`src/rtl/csdec_pkg.sv`:
```
package csdec_pkg;

  localparam int MAX_IDX_W = 4;

  typedef enum logic [1:0] {
    TGT_NOR  = 2'd0,
    TGT_NAND = 2'd1,
    TGT_FIFO = 2'd2
  } target_e;

  typedef struct packed {
    logic [5:0] base;
    logic [3:0] mask;
    logic       valid;
    logic [1:0] devType;
  } region_cfg_t;

  typedef struct packed {
    logic                 capture;
    logic                 devWr;
    logic                 mapWr;
    logic [MAX_IDX_W-1:0] region;
  } strobes_t;

endpackage

```
`src/rtl/csdec_ctrl.sv`:
```
module csdec_ctrl
  import csdec_pkg::*;
#(
  parameter int REGIONS = 8,
  localparam int IDX_W = (REGIONS > 1) ? $clog2(REGIONS) : 1
) (
  input  logic             clk,
  input  logic             rst,
  input  logic             cfgWe,
  input  logic             cfgWord,
  input  logic [IDX_W-1:0] cfgRegion,
  input  logic             accValid,
  output strobes_t         strb
);

  logic inRange;
  assign inRange = (32'(cfgRegion) < 32'(REGIONS));

  always_comb begin
    strb.capture = accValid;
    strb.devWr   = cfgWe && !cfgWord && inRange;
    strb.mapWr   = cfgWe && cfgWord && inRange;
    strb.region  = MAX_IDX_W'(cfgRegion);
  end

  // one config word is written at a time
  a_r12_single_word: assert property (@(posedge clk) disable iff (rst)
    $onehot0({strb.devWr, strb.mapWr}));

endmodule

```
`src/rtl/csdec_datapath.sv`:
```
module csdec_datapath
  import csdec_pkg::*;
#(
  parameter int REGIONS = 8,
  localparam int IDX_W = (REGIONS > 1) ? $clog2(REGIONS) : 1,
  localparam int OFF_W = 28
) (
  input  logic               clk,
  input  logic               rst,
  input  logic               wideMaskOk,
  input  strobes_t           strb,
  input  logic [11:0]        cfgData,
  input  logic               pfEnable,
  input  logic [IDX_W-1:0]   pfRegion,
  input  logic [31:0]        accAddr,
  output logic               hit,
  output logic               noHit,
  output logic [REGIONS-1:0] csSel,
  output logic [OFF_W-1:0]   offset,
  output logic [1:0]         target
);

  region_cfg_t  cfg    [REGIONS];
  target_e      regTgt [REGIONS];
  logic [REGIONS-1:0] match;

  for (genvar g = 0; g < REGIONS; g++) begin : gRegion
    logic legal;

    always_ff @(posedge clk) begin
      if (rst) begin
        cfg[g].base    <= '0;
        cfg[g].mask    <= 4'hF;
        cfg[g].valid   <= 1'(g == 0);
        cfg[g].devType <= 2'd0;
      end else begin
        if (strb.devWr && strb.region == MAX_IDX_W'(g))
          cfg[g].devType <= cfgData[11:10];
        if (strb.mapWr && strb.region == MAX_IDX_W'(g)) begin
          cfg[g].base  <= cfgData[5:0];
          cfg[g].valid <= cfgData[6];
          cfg[g].mask  <= cfgData[11:8];
        end
      end
    end

    always_comb begin
      unique case (cfg[g].mask)
        4'h8, 4'hC, 4'hE, 4'hF: legal = 1'b1;
        4'h0:                   legal = wideMaskOk;
        default:                legal = 1'b0;
      endcase
      match[g] = cfg[g].valid && legal && (accAddr[31:30] == 2'b00) &&
                 (accAddr[29:28] == cfg[g].base[5:4]) &&
                 (((accAddr[27:24] ^ cfg[g].base[3:0]) & cfg[g].mask) == 4'h0);
      if (cfg[g].devType == 2'd2)
        regTgt[g] = (pfEnable && pfRegion == IDX_W'(g)) ? TGT_FIFO : TGT_NAND;
      else
        regTgt[g] = TGT_NOR;
    end
  end

  logic [REGIONS-1:0] pick;
  logic [3:0]         selMask;
  target_e            selTgt;
  logic               found;

  always_comb begin
    pick    = '0;
    selMask = 4'h0;
    selTgt  = TGT_NOR;
    for (int i = REGIONS - 1; i >= 0; i--) begin
      if (match[i]) begin
        pick    = '0;
        pick[i] = 1'b1;
        selMask = cfg[i].mask;
        selTgt  = regTgt[i];
      end
    end
    found = |match;
  end

  target_e tgtQ;

  always_ff @(posedge clk) begin
    if (rst || !strb.capture) begin
      hit    <= 1'b0;
      noHit  <= 1'b0;
      csSel  <= '0;
      offset <= '0;
      tgtQ   <= TGT_NOR;
    end else begin
      hit    <= found;
      noHit  <= !found;
      csSel  <= pick;
      offset <= found ? {accAddr[27:24] & ~selMask, accAddr[23:0]} : '0;
      tgtQ   <= found ? selTgt : TGT_NOR;
    end
  end

  assign target = tgtQ;

  // no result without an access the cycle before
  a_r2_latency: assert property (@(posedge clk) disable iff (rst)
    !strb.capture |=> (!hit && !noHit));

  // at most one chip-select
  a_r7_onehot: assert property (@(posedge clk) disable iff (rst)
    $onehot0(csSel));

  // a miss carries no select, no offset, NOR target
  a_r8_miss_clean: assert property (@(posedge clk) disable iff (rst)
    noHit |-> (!hit && csSel == '0 && offset == '0 && target == 2'd0));

  // a hit always names exactly one region
  a_r7_hit_select: assert property (@(posedge clk) disable iff (rst)
    hit |-> $countones(csSel) == 1);

  // FIFO routing requires the prefetch engine enabled
  a_r10_fifo_needs_pf: assert property (@(posedge clk) disable iff (rst)
    (strb.capture && !pfEnable) |=> (target != 2'd2));

  // reserved map bit is written as zero
  a_r12_reserved_bit: assert property (@(posedge clk) disable iff (rst)
    strb.mapWr |-> !cfgData[7]);

endmodule

```
`src/rtl/cs_region_decoder.sv`:
```
module cs_region_decoder
  import csdec_pkg::*;
#(
  parameter int REGIONS = 8,
  localparam int IDX_W = (REGIONS > 1) ? $clog2(REGIONS) : 1,
  localparam int OFF_W = 28
) (
  input  logic               clk,
  input  logic               rst,
  input  logic               wideMaskOk,
  input  logic               cfgWe,
  input  logic [IDX_W-1:0]   cfgRegion,
  input  logic               cfgWord,
  input  logic [11:0]        cfgData,
  input  logic               pfEnable,
  input  logic [IDX_W-1:0]   pfRegion,
  input  logic               accValid,
  input  logic [31:0]        accAddr,
  output logic               hit,
  output logic               noHit,
  output logic [REGIONS-1:0] csSel,
  output logic [OFF_W-1:0]   offset,
  output logic [1:0]         target
);

  strobes_t strb;

  csdec_ctrl #(.REGIONS(REGIONS)) uCtrl (
    .clk       (clk),
    .rst       (rst),
    .cfgWe     (cfgWe),
    .cfgWord   (cfgWord),
    .cfgRegion (cfgRegion),
    .accValid  (accValid),
    .strb      (strb)
  );

  csdec_datapath #(.REGIONS(REGIONS)) uData (
    .clk        (clk),
    .rst        (rst),
    .wideMaskOk (wideMaskOk),
    .strb       (strb),
    .cfgData    (cfgData),
    .pfEnable   (pfEnable),
    .pfRegion   (pfRegion),
    .accAddr    (accAddr),
    .hit        (hit),
    .noHit      (noHit),
    .csSel      (csSel),
    .offset     (offset),
    .target     (target)
  );

endmodule

```
`config.mk`:
```
export PLATFORM = sky130hd
export DESIGN_NAME = cs_region_decoder
export DESIGN_NICKNAME = d
export VERILOG_FILES = /design/src/rtl/csdec_pkg.sv /design/src/rtl/csdec_ctrl.sv /design/src/rtl/csdec_datapath.sv /design/src/rtl/cs_region_decoder.sv
export SDC_FILE = /design/constraint.sdc
export NUM_CORES = 1
export LEC_CHECK = 0
export ABC_AREA = 1
export BUFFER_PORTS_ARGS = -buffer_cell sky130_fd_sc_hd__buf_2
export CAP_MARGIN = 0
export CORE_UTILIZATION = 40
export CTS_BUF_LIST = sky130_fd_sc_hd__clkbuf_2
export DETAILED_ROUTE_END_ITERATION = 8
export PLACE_DENSITY_LB_ADDON = 0.1
export SYNTH_ARGS = -nofsm -noshare
export SYNTH_HDL_FRONTEND = slang
export SYNTH_HIERARCHICAL = 1
export SYNTH_SLANG_ARGS = --single-unit
```
`constraint.sdc`:
```
create_clock -name clk -period 3.3 [get_ports clk]
set_input_delay 0 -clock clk [delete_from_list [all_inputs] [get_ports clk]]
set_output_delay 0 -clock clk [all_outputs]
set_load 0.02 [all_outputs]
```
==> reports/metrics.yaml <==
run_status:
  status: "complete, no violations"
clock_tree:
  clock_sinks: 144
  cts_buffers: 17
  clk_path_buf_depth: 2
  post_cts_buffers: 0
  cts_max_level: 4
  clkSlewWorstSetupHoldPaths_ns: 0.21
  cts-root-buf: "clkbuf_2"
  clk_latency_ns: 0.74
  cts_tree: "built"
finish:
  drive_gt1_share_pct: 18.2
  design_area_mm2: 0.00918
  final_util_pct: 51.1
  fin_cells: 1313
  nNetsFinal: 1127
  num-fill-cells: 1740
  areaGrowthSynthToFinish_pct: 25.2
logic_synthesis:
  yosys.cell_types.count: 37
  synth_nets: 934
  postSynth.asyncResetShare_pct: 0
  ys_ff_latch: 144
  synth_top_area_share_pct: 42.6
  ys.warnings.count: 6
  netlist_instances: 877
  yosys.area.top_type: "edfxtp_1"
  yosysMostFrequentCell: "nand2_1"
  ys_seq_area_share_pct: 53.5
  synth_area_leaders: "edfxtp_1 (43%), nand2_1 (11%), dfxtp_1 (11%)"
  synth_ff_type: "edfxtp_1"
  netlist_area_mm2: 0.00733
  synth-edff-count: 104
  synth_common_cells: "nand2_1 (215), nor2_1 (168), inv_1 (131)"
  syn_area_per_cell_um2: 8.36
job:
  drv_cap: 0
floorplan:
  die_y_um: 137
  dieArea_mm2: 0.0189
  design.core.area_mm2: 0.0180
  design.portCount: 97
  start_util_pct: 40.8
  dieWidth_um: 137
  rows: 49
min_path:
  hp-class: "input pin to register"
grt:
  antenna_found_initial: 1
  grt_first_pass_wirelength_mm: 27.4
  grt_max_degree: 28
  grt_pass1_vias: 5425
  track_usage_pct: 19.9
  grt.overflow.total: 0
critical_path:
  critPathSlowestCell: "dlygate4sd3_1"
  critPathTopFamily: "buffers and inverters"
  cp_data_arrival_time_ns: 3.76
  endpoint_kind: "register"
  worst_setup_path_start_kind: "input pin"
  slowest_delay_ns: 0.73
  crit_required_ns: 3.93
  crit_path_cell_trace: "dlygate4sd3_1 > buf_2 > nor2_2 > dlygate4sd3_1 > nand2_1 > nor2_1 > nand2_1 > nor2_2 > nand2_4 > nand3_1 > nand2_1 > dlygate4sd3_1 > inv_1 > nand2_1 > dlygate4sd3_1 > nand2_1 > a21oi_1"
  worst-setup-path-type: "input pin to register"
  crit_top_cell: "nand2_1"
  cp_num_buf_inv: 6
  path_max_fanout: 10
power:
  p_comb_share_pct: 11.7
  p_per_area_mw_per_mm2: 389
  power.leakage_uw: 0.00423
  clkPwrFrac_pct: 30.8
  p_seq_share_pct: 57.5
  ir_worst_vdd_mv: 0.299
  power.switching_uw: 954
  p_int_uw: 2610
  sw_frac_of_total_pct: 26.8
timing:
  setup_tns_ns: 0
  tightest_slew_ns: 0.736
  final.setup.worst_slack_ns: 0.169
  relSlewSlack_pct: 50.9
  finalSetupViolations: 0
  clock.fmax_ghz: 0.319
  period_share_pct: 94.9
  finalHoldViolCount: 0
  clock_skew_ns: 0.0307
  rsz0062_at_grt: "no"
  layout_min_cycle_time_ns: 3.13
  slew_violations: 0
detailed_routing:
  viasPerCell: 4.63
  met2WireLength_mm: 9.02
  route.met3.wl_um: 790
  highest_layer: "met4"
  vias: 6075
  wl_met1_mm: 8.07
  drtAntennaViolNets: 0
  drt-total-wl_mm: 18.1
  drt_pre_antenna_iters: 9
  drt-initial-drc-count: 333
  drc: 0
  post_drt_wl_per_cell_um: 13.8
placed_design:
  dp_hpwl_mm: 13.1
  dp_worst_setup_slack_ns: 1.25
  portBuffers: 95
  dpl_cell_area_mm2: 0.00792
  dp_cells: 1180
  gp_congestion: 0.824
-- cells in the final DEF (no fill, tap or decap), types with 6 or more instances in the layout --
master | Yosys | routed
nand2_2 | 8 | 8
dlygate4sd3_1 | 0 | 100
nor2_1 | 168 | 167
nor3_1 | 6 | 6
nor2_2 | 7 | 8
inv_1 | 131 | 131
o21ai_1 | 7 | 7
inv_2 | 10 | 10
nand4_1 | 7 | 7
edfxtp_1 | 104 | 104
nand2_1 | 215 | 215
nand3_1 | 50 | 50
dfxtp_1 | 40 | 40
a21oi_1 | 22 | 22
buf_2 | 0 | 95
nand2_4 | 6 | 6
nor2_4 | 25 | 25
o21ai_0 | 19 | 19
clkbuf_2 | 0 | 19
-- state kept, by name, indices dropped and copies added (netlist names) --
register and flops:
uData/cfg 104, uData/csSel 8, uData/hit 1, uData/noHit 1, uData/offset 28, uData/target 2
-- layer usage --
metal | vias to the layer above | GRT usage (%)
met1 | 2799 | 25.9
met4 | 0 | 6.17
met3 | 19 | 3.64
li1 | 3117 | -
met5 | - | 0
met2 | 140 | 33.4
-- cell type report --
type	instances	area, um^2	share of cell area [%]
clock inverter	13	159	1.73
multi-input combinational	568	2690	29.3
tap	229	287	3.12
inverter	143	539	5.87
sequential	144	3920	42.7
timing repair buffer	196	1480	16.2
clock buffer	19	95.1	1.04
antenna	1	2.50	0.0273
-- worst min-delay path: stages --
cell and delay (ns):
buf_2 0.11, inv_1 0.04, or2_2 0.12, inv_1 0.04, nand2_1 0.11, nand2_1 0.08, nand2_1 0.06, nor2_1 0.05
a21oi_1 0.11, a21oi_1 0.08
-- through the flow --
| step | hold WS, ns | total power [uW] |
|---|---|---|
| floorplan | 0.112 | 2320 |
| CTS | 0.0504 | 3600 |
| global route | 0.104 | 3730 |
| finish | 0.102 | 3570 |
| global placement | 0.213 | 2430 |
| detailed placement | 0.219 | 2430 |
-- repair_timing --
action                                  4_1_cts  5_1_grt
resized for setup                             0        1
hold buffers                                100        0
endpoints found under the setup margin        0        1
endpoints found under the hold margin       159        0
-- kinds of logic (layout without fill, tap and decap cells) --
logic type                Yosys count  count (layout)  share of synthesized area (%)
AOI/OAI and AO/OA                  53              53                           3.82
DFF                               144             144                           53.5
buffers and inverters             165             371                           9.84
other                               1               2                         0.0511
and+or+nand+nor                   510             510                           32.3
xor gates and xnor gates            4               4                          0.478
-- power groups by stage --
| stage | sequential [uW] | combinational, uW | clock [uW] |
|---|---|---|---|
| after floorplan | 2080 | 239 | 0 |
| after global placement | 2090 | 335 | 0 |
| after detailed placement | 2090 | 339 | 0 |
| after CTS | 2050 | 418 | 1130 |
| after global routing | 2060 | 466 | 1200 |
| final | 2050 | 417 | 1100 |
-- final timing paths --
check	start	end	slack (ns)	cells after the start
min reg2reg	uData/cfg[0][16]	uData/offset[24]	0.62	3
max	accAddr[31]	uData/target[1]	0.17	17
max reg2reg	uData/cfg[1][13]	uData/target[1]	0.43	12
min	pfEnable	uData/target[1]	0.10	10
Note: power is estimated with default switching activity, not from simulation.
